<file path="src/rtl/sram_async_ctrl.sv">
module sram_async_ctrl #(
  parameter int ADDR_W        = 19,
  parameter int DATA_W        = 16,
  parameter int CLK_PERIOD_NS = 10,
  parameter int T_WC_NS       = 70,
  parameter int T_RC_NS       = 70,
  parameter int T_PWE_NS      = 50,
  parameter int T_SCE_NS      = 60,
  parameter int T_AW_NS       = 60,
  parameter int T_SD_NS       = 30,
  parameter int T_AA_NS       = 70,
  parameter int T_DOE_NS      = 35,
  parameter int T_HZWE_NS     = 25,
  parameter int T_HZOE_NS     = 25
) (
  input  logic              clk,
  input  logic              rst_n,
  input  logic              req_valid,
  output logic              req_ready,
  input  logic              req_write,
  input  logic [ADDR_W-1:0] req_addr,
  input  logic [DATA_W-1:0] req_wdata,
  input  logic [1:0]        req_be,
  output logic              rsp_valid,
  output logic [DATA_W-1:0] rsp_rdata,
  output logic              mem_sel_n,
  output logic              mem_sel,
  output logic              mem_wr_n,
  output logic              mem_rd_n,
  output logic              mem_hi_n,
  output logic              mem_lo_n,
  output logic [ADDR_W-1:0] mem_addr,
  output logic [DATA_W-1:0] mem_dq_out,
  output logic              mem_dq_oe,
  input  logic [DATA_W-1:0] mem_dq_in
);

  function automatic int cyc(input int ns);
    int c;
    c = (ns + CLK_PERIOD_NS - 1) / CLK_PERIOD_NS;
    return (c < 1) ? 1 : c;
  endfunction

  function automatic int max2(input int a, input int b);
    return (a > b) ? a : b;
  endfunction

  localparam int N_PWE  = cyc(T_PWE_NS);
  localparam int N_HZWE = cyc(T_HZWE_NS);
  localparam int N_SD   = cyc(T_SD_NS);
  localparam int N_AW   = max2(cyc(T_AW_NS), cyc(T_SCE_NS));
  localparam int N_WE   = max2(max2(N_PWE, N_AW), N_HZWE + N_SD);
  localparam int N_WREC = max2(1, cyc(T_WC_NS) - N_WE);
  localparam int N_RD   = max2(max2(cyc(T_AA_NS), cyc(T_DOE_NS)), cyc(T_RC_NS));
  localparam int N_TURN = cyc(T_HZOE_NS);
  localparam int N_MAX  = max2(max2(N_WE, N_WREC), max2(N_RD, N_TURN));
  localparam int CW     = $clog2(N_MAX + 2);
  localparam int LW     = DATA_W / 2;

  typedef enum logic [2:0] {S_IDLE, S_WR, S_WREC, S_RD, S_TURN} state_t;

  state_t            state;
  logic [CW-1:0]     cnt;
  logic [ADDR_W-1:0] addr_q;
  logic [DATA_W-1:0] wdata_q;
  logic [1:0]        be_q;
  logic [DATA_W-1:0] rdata_q;
  logic              rsp_q;
  logic              selected;

  always_ff @(posedge clk or negedge rst_n) begin
    if (!rst_n) begin
      state   <= S_IDLE;
      cnt     <= '0;
      addr_q  <= '0;
      wdata_q <= '0;
      be_q    <= '0;
      rdata_q <= '0;
      rsp_q   <= 1'b0;
    end else begin
      rsp_q <= 1'b0;
      unique case (state)
        S_IDLE: if (req_valid) begin
          addr_q  <= req_addr;
          wdata_q <= req_wdata;
          be_q    <= req_be;
          cnt     <= '0;
          if (!req_write)          state <= S_RD;
          else if (req_be != 2'b00) state <= S_WR;
        end
        S_WR: if (cnt == CW'(N_WE - 1)) begin
          state <= S_WREC; cnt <= '0;
        end else cnt <= cnt + 1'b1;
        S_WREC: if (cnt == CW'(N_WREC - 1)) begin
          state <= S_IDLE; cnt <= '0;
        end else cnt <= cnt + 1'b1;
        S_RD: if (cnt == CW'(N_RD - 1)) begin
          state   <= S_TURN;
          cnt     <= '0;
          rsp_q   <= 1'b1;
          rdata_q <= {be_q[1] ? mem_dq_in[DATA_W-1:LW] : {LW{1'b0}},
                      be_q[0] ? mem_dq_in[LW-1:0]      : {LW{1'b0}}};
        end else cnt <= cnt + 1'b1;
        S_TURN: if (cnt == CW'(N_TURN - 1)) begin
          state <= S_IDLE; cnt <= '0;
        end else cnt <= cnt + 1'b1;
        default: state <= S_IDLE;
      endcase
    end
  end

  assign selected   = (state == S_WR) || (state == S_WREC) || (state == S_RD);
  assign req_ready  = (state == S_IDLE);
  assign mem_sel_n  = !selected;
  assign mem_sel    = selected;
  assign mem_hi_n   = !(selected && be_q[1]);
  assign mem_lo_n   = !(selected && be_q[0]);
  assign mem_wr_n   = (state != S_WR);
  assign mem_rd_n   = (state != S_RD);
  assign mem_addr   = addr_q;
  assign mem_dq_out = wdata_q;
  assign mem_dq_oe  = (state == S_WR) && (cnt >= CW'(N_HZWE));
  assign rsp_valid  = rsp_q;
  assign rsp_rdata  = rdata_q;

  logic [CW-1:0] we_low_cnt, drv_cnt, oe_high_cnt;

  always_ff @(posedge clk or negedge rst_n) begin
    if (!rst_n) begin
      we_low_cnt  <= '0;
      drv_cnt     <= '0;
      oe_high_cnt <= CW'(N_MAX + 1);
    end else begin
      we_low_cnt  <= !mem_wr_n ? ((we_low_cnt == CW'(N_MAX + 1)) ? we_low_cnt : we_low_cnt + 1'b1) : '0;
      drv_cnt     <= mem_dq_oe ? ((drv_cnt == CW'(N_MAX + 1)) ? drv_cnt : drv_cnt + 1'b1) : '0;
      oe_high_cnt <= !mem_rd_n ? '0 : ((oe_high_cnt == CW'(N_MAX + 1)) ? oe_high_cnt : oe_high_cnt + 1'b1);
    end
  end

  assert_idle_standby_R1: assert property (@(posedge clk) disable iff (!rst_n)
    req_ready |-> (mem_sel_n && !mem_sel && mem_hi_n && mem_lo_n && mem_wr_n && mem_rd_n && !mem_dq_oe));

  assert_we_width_R2: assert property (@(posedge clk) disable iff (!rst_n)
    $rose(mem_wr_n) |-> (we_low_cnt >= CW'(N_PWE)) && (we_low_cnt >= CW'(N_AW)));

  assert_drive_after_release_R3: assert property (@(posedge clk) disable iff (!rst_n)
    $rose(mem_dq_oe) |-> (we_low_cnt >= CW'(N_HZWE)));

  assert_data_setup_R3: assert property (@(posedge clk) disable iff (!rst_n)
    $rose(mem_wr_n) |-> (drv_cnt >= CW'(N_SD)));

  assert_rsp_after_read_R5: assert property (@(posedge clk) disable iff (!rst_n)
    rsp_valid |-> $past(!mem_rd_n));

  assert_zero_mask_R7: assert property (@(posedge clk) disable iff (!rst_n)
    (req_valid && req_ready && req_write && req_be == 2'b00) |=> (mem_wr_n && req_ready));

  assert_turnaround_R8: assert property (@(posedge clk) disable iff (!rst_n)
    mem_dq_oe |-> (oe_high_cnt >= CW'(N_TURN)));

  assert_no_contention_R9: assert property (@(posedge clk) disable iff (!rst_n)
    !(mem_dq_oe && !mem_rd_n));

  assert_busy_R10: assert property (@(posedge clk) disable iff (!rst_n)
    (req_valid && req_ready && (!req_write || req_be != 2'b00)) |=> !req_ready);

endmodule

</file>
<file path="config.mk">
export PLATFORM = sky130hd
export DESIGN_NAME = sram_async_ctrl
export DESIGN_NICKNAME = d
export VERILOG_FILES = /design/src/rtl/sram_async_ctrl.sv
export SDC_FILE = /design/constraint.sdc
export NUM_CORES = 1
export LEC_CHECK = 0
export ABC_AREA = 1
export BUFFER_PORTS_ARGS = -buffer_cell sky130_fd_sc_hd__buf_2
export CORE_ASPECT_RATIO = 0.5
export CORE_MARGIN = 3
export CORE_UTILIZATION = 51
export CTS_BUF_LIST = sky130_fd_sc_hd__clkbuf_16
export DETAILED_ROUTE_END_ITERATION = 8
export PLACE_DENSITY = 0.85
export SLEW_MARGIN = 20
export SYNTH_ARGS = -nofsm -noshare
export SYNTH_HDL_FRONTEND = slang
export SYNTH_SLANG_ARGS = --single-unit
export TNS_END_PERCENT = 1
</file>
<file path="constraint.sdc">
create_clock -name clk -period 2.15 [get_ports clk]
set_input_delay 0.1075 -clock clk [delete_from_list [all_inputs] [get_ports clk]]
set_output_delay 0.1075 -clock clk [all_outputs]
set_load 0.05 [all_outputs]
</file>
======== After elaboration in Yosys (flattened, before gate mapping) ========
Index checks and enable logic that the tools add are counted.
operators by class
  multiplexer cells ....................... 18
  reduce and logical (&&, ||, !) cells .... 16
  $add $sub $neg .......................... 1
  order comparisons ....................... 1
  equality and inequality tests ........... 15
operators by type and width
  operator                                                                count
  3-bit 2-to-1 mux                                                        7
  4-bit 2-to-1 mux                                                        5
  4-bit one-hot mux with 5 select lines                                   1
  8-bit 2-to-1 mux                                                        2
  3-bit one-hot mux with 5 select lines                                   1
  2-bit != test (second input constant)                                   5
  4-bit by 3-bit equality test with 1-bit output (second input constant)  2
  3-bit by 2-bit equality test with 1-bit output (second input constant)  2
  3-bit by 2-bit != test with 1-bit output (second input constant)        2
  2-bit AND reduction                                                     3
  6-bit AND reduction                                                     1
  5-bit nonzero test                                                      1
  4-bit by 1-bit adder with 4-bit output (second input constant)          1
  4-bit by 2-bit equality test with 1-bit output (second input constant)  1
  4-bit by 2-bit >= comparator with 1-bit output (second input constant)  1
  4-bit logical NOT                                                       1
  3-bit by 1-bit equality test with 1-bit output (second input constant)  1
  3-bit equality test (second input constant)                             1
  1-bit logical AND                                                       3
  1-bit logical NOT                                                       3
  3-bit logical NOT                                                       1
  3-bit by 1-bit != test with 1-bit output (second input constant)        1
  1-bit logical OR                                                        2
  1-bit 2-to-1 mux                                                        2
  2-bit nonzero test                                                      1
storage, ports and cells
  register bits ........................... 61
  bits of input ports ..................... 57
  logic and storage cells ................. 58
  output and inout bits ................... 60

======== Logic depth before layout (Yosys ltp) ========
  depth in word-level cells ............... 5
  gate-level depth with buffers ........... 10
  mapped depth without buffers ............ 9

======== Worst setup path after synthesis ========
No wires, ideal clock.
  kind .................................... reg-to-output
  start point ............................. register state[1]
  end point ............................... output port mem_hi_n
  data required time ...................... 2.043 ns
  setup slack ............................. 0.316 ns
  stages on the path, launching flop included .. 6
  data arrival time ....................... 1.726 ns
  path buffers ............................ 0
  path through ............................ dfrtp_1 > inv_2 > nand2_1 > nand2_1 > inv_1 > nand2_1
between the ends
  word-level cells in the longest chain between the ends .. 5
  elaborated cells between the ends (all ways) .. 7
  classes of those cells .................. 3 x eq/ne; 4 x reduce/logical
RTL lines
  item                                                                                                              line  text
  start: declaration                                                                                                62    state_t state;
  start signal: assignment                                                                                          73    state <= S_IDLE;
  start signal: assignment                                                                                          88    if (!req_write) state <= S_RD;
  start signal: assignment                                                                                          89    else if (req_be != 2'b00) state <= S_WR;
  3-bit by 1-bit equality test with 1-bit output or 3-bit by 2-bit equality test with 1-bit output (tied branches)  112   assign selected = (state == S_WR) || (state == S_WREC) || (state == S_RD);
  1-bit logical OR                                                                                                  112
  1-bit logical OR *                                                                                                112
  named net mem_sel                                                                                                 27    output logic mem_sel,
  1-bit logical AND *                                                                                               116   assign mem_hi_n = !(selected && be_q[1]);
  1-bit logical NOT *                                                                                               116
  end: declaration                                                                                                  30    output logic mem_hi_n,
Mark *: on every way through the listed nets, which the timed path passes. The rest lies on a longest branch.

======== Worst setup path after layout ========
  start point ............................. register state[1]
  end point ............................... output port req_ready
between the ends
  word-level cells in the longest chain between the ends .. 1
RTL lines
  item               line  text
  3-bit logical NOT  113   assign req_ready = (state == S_IDLE);
  end: declaration   19    output logic req_ready,
Every way passes these cells.

==> flow_summary_export.csv <==
group,metric,value,unit
status,status,"finished clean",
floorplanning,initial_core_util,54.5,%
worst_setup_path,timing.critical_path.max_delay_family,"buffers and inverters",
clock_network,tritoncts_num_sinks,61,
yosys,async_set_or_reset_flop_fraction_in_the_synthesized_netlist,100,%
global_route,first_global_vias,2360,
placed_design,io_buf_count,116,
worst_setup_path,crit_chain,"nor2_2, nand2_1, inv_2, buf_4, buf_2",
yosys,synth_warnings,0,
layout,post_route_cells_drive_above_1_share,34.6,%
clock_network,cts.reportedPaths.clkPinSlew,0.05,ns
placed_design,detailedPlacementHpwl,4.71,mm
timing,timing.max_slew.rel_slack,50.5,%
clock_network,postCtsSetupRepairBufs,0,
timing,fin_crit,1.84,ns
global_route,antenna_found_initial,0,
yosys,synth-edff-count,0,
layout,finalNetCount,490,
worst_hold_path,hold_path_class,"input pin to flip-flop",
yosys,netlist-cell-type-count,27,
clock_network,root_buffer,"clkbuf_16",
yosys,synthesis.instances,316,
clock_network,ctsResizeCount,0,
worst_setup_path,setup.worst_path.end_class,"primary output",
yosys,syn_avg_cell_area,8.73,um2
global_route,global_route_wire_length_before_repair,10.9,mm
routing,1st_pass_router_iterations,4,
floorplanning,rows,18,
floorplanning,fp.dieH,58.0,um
worst_setup_path,critical_path.max_fanout,40,
routing,antenna_left,0,
routing,detailroute.via_count,2557,
routing,wire_per_inst,13.4,um
routing,route.detailed.drc,0,
timing,finalMaxSlewViolations,0,
clock_network,clkLatencyLatePin,0.32,ns
clock_network,tritoncts_clock_tree,"built",
clock_network,ctsLongestPathBuffers,2,
timing,finalCritPeriodShare,85.5,%
global_route,grt_start_max_net_pins,62,
timing,fmaxAchievable,544,MHz
floorplanning,total_die_area,6380,um2
clock_network,cts_inserted_buffers,9,
yosys,synth.net_count,377,
yosys,mappedNetlistArea,2760,um2
worst_setup_path,max_stage_delay,0.43,ns
yosys,synth_ff_type,"dfrtp_1",
worst_setup_path,timing.critical_path.from_type,"flip-flop",
global_route,overflow,0,
floorplanning,die_width,110,um
layout,insertedDiodeCount,0,
timing,unrepaired_setup_endpoints_after_global_routing,"no",
yosys,synth-seq-area-share,55.3,%
timing,finalHoldViolCount,0,
global_route,grt_use_total,22.4,%
routing,avgViaCountPerCell,5.07,
floorplanning,core_area,5070,um2
floorplanning,design.portCount,117,
worst_setup_path,slowest_stage,"dfrtp_1",
clock_network,htreeDepth,3,
worst_setup_path,timing.critical_path.buf_inv,3,
timing,fin_tns_setup,0,ns
routing,dr.first_iter.drc_count,184,
timing,finClkSkew,0.00537,ns
layout,layout-area-overhead-vs-synth,32.0,%
routing,routed_wl,6.77,mm
worst_setup_path,timing.setup.critical_path_class,"flip-flop to primary output",
timing,finalSetupViolCount,0,
worst_setup_path,worst-endpoint-required,2.04,ns
yosys,yosys_register_bits,61,
timing,worst-slew-pin-transition,0.742,ns
worst_setup_path,worst_ep_arrival_time,1.73,ns
placed_design,gp_congestion,0.844,
run,max_cap_violations,0,
[final cells by class]
class,count,area [um2]
flip-flops and latches,61,1530
fillers,424,1420
multi-input cells,221,1030
repair buffers,122,628
clock buffers,9,225
clock inverters,7,90.1
well taps,70,87.6
inverters,14,52.6
[synthesized netlist by cell type, types with 2 or more instances]
| library cell | count | area, um2 |
|---|---|---|
| buf_2 | 4 | 20.0 |
| nor2_1 | 8 | 30.0 |
| o22ai_1 | 2 | 12.5 |
| clkbuf_1 | 3 | 11.3 |
| nor2_4 | 3 | 33.8 |
| nand2_1 | 109 | 409 |
| o21ai_1 | 9 | 45.0 |
| o21ai_0 | 14 | 70.1 |
| buf_6 | 6 | 67.6 |
| nand3_1 | 58 | 290 |
| a21oi_1 | 2 | 10.0 |
| nand2_2 | 3 | 18.8 |
| buf_4 | 6 | 45.0 |
| dfrtp_1 | 61 | 1530 |
| inv_2 | 5 | 18.8 |
| ha_1 | 4 | 50.1 |
| inv_1 | 9 | 33.8 |
[placed cells by master (no fill, tap or decap)]
master	count
a21oi_1	2
a31oi_1	1
and2_1	1
and3_1	1
buf_2	116
buf_4	5
bufinv_16	2
clkbuf_16	9
clkinv_1	1
clkinv_2	2
clkinv_4	1
clkinvlp_4	1
dfrtp_1	61
dlygate4sd3_1	1
ha_1	4
inv_1	9
inv_2	5
nand2_1	109
nand2_2	3
nand3_1	58
nand3_2	1
nor2_1	8
nor2_2	1
nor2_4	3
nor3_1	1
o21ai_0	14
o21ai_1	9
o22ai_1	2
or2_2	1
xnor2_1	1
xor2_1	1
[stage by stage]
stage                     setup WS (ns)  hold slack, ns  cell area (um2)  util, %  std cells
after floorplan                   0.316          -0.188             2760        -        316
after global placement            0.512           0.303             3320     65.5        487
after detailed placement          0.428           0.308             3320     65.5        487
after CTS                         0.333          0.0118             3640     71.9        504
after global routing              0.216          0.0115             3640     71.9        504
final                             0.313          0.0183             3640     71.9        504
[cell families after synthesis]
kind of cell | share of synthesized area [%]
and+or+nand+nor | 29.8
AOI/OAI and AO/OA | 5.21
adders and majority gates | 1.81
xor gates and xnor gates | 0.635
buffers and inverters | 7.25
DFF | 55.3
[worst reg2reg max path, delay by kind of cell (launching register included)]
kind / cells / cell delay [ns]
AO/OA/AOI/OAI: 1 / 0.14
adder cells (fa/ha/maj): 1 / 0.23
buffers and inverters: 2 / 0.36
flip-flops: 1 / 0.43
AND/OR/NAND/NOR: 4 / 0.44
[flip-flops by register name (all words and copies together) (netlist names)]
name,cells
rsp_valid,1
mem_dq_out,16
state,3
rsp_rdata,16
mem_addr,19
cnt,4
be_q,2
[path summary, 6_finish.rpt]
path / startpoint / end / slack [ns] / cells past startpoint
setup reg to reg: cnt[0]$_DFFE_PN0P_ / cnt[1]$_DFFE_PN0P_ / 0.45 / 8
max in group asynchronous: rst_n / mem_dq_out[0]$_DFFE_PN0P_ / 1.17 / 3
hold reg to reg: mem_dq_out[9]$_DFFE_PN0P_ / mem_dq_out[9]$_DFFE_PN0P_ / 0.46 / 2
hold / removal: mem_dq_in[8] / rsp_rdata[8]$_DFFE_PN0P_ / 0.02 / 3
setup / recovery: state[1]$_DFFE_PN0P_ / req_ready / 0.31 / 5
min in group asynchronous: rst_n / mem_addr[10]$_DFFE_PN0P_ / 0.48 / 3
[metal layers]
metal  vias up  part of all wire [%]  track usage [%]
met5         -                     0                0
met4         0                   1.3             7.10
met3        10                   7.6             8.12
met2       106                    50             37.0
met1      1191                    41             27.7
li1       1250                     -                -
[repair_timing]
item / CTS / global route
endpoints found under the setup margin: 0 / 0
endpoints found under the hold margin: 61 / 0
hold buffers: 1 / 0
Power is left out: the tool's default activity adds up to more than one toggle a clock period on the data nets, which glitch-free logic cannot reach.
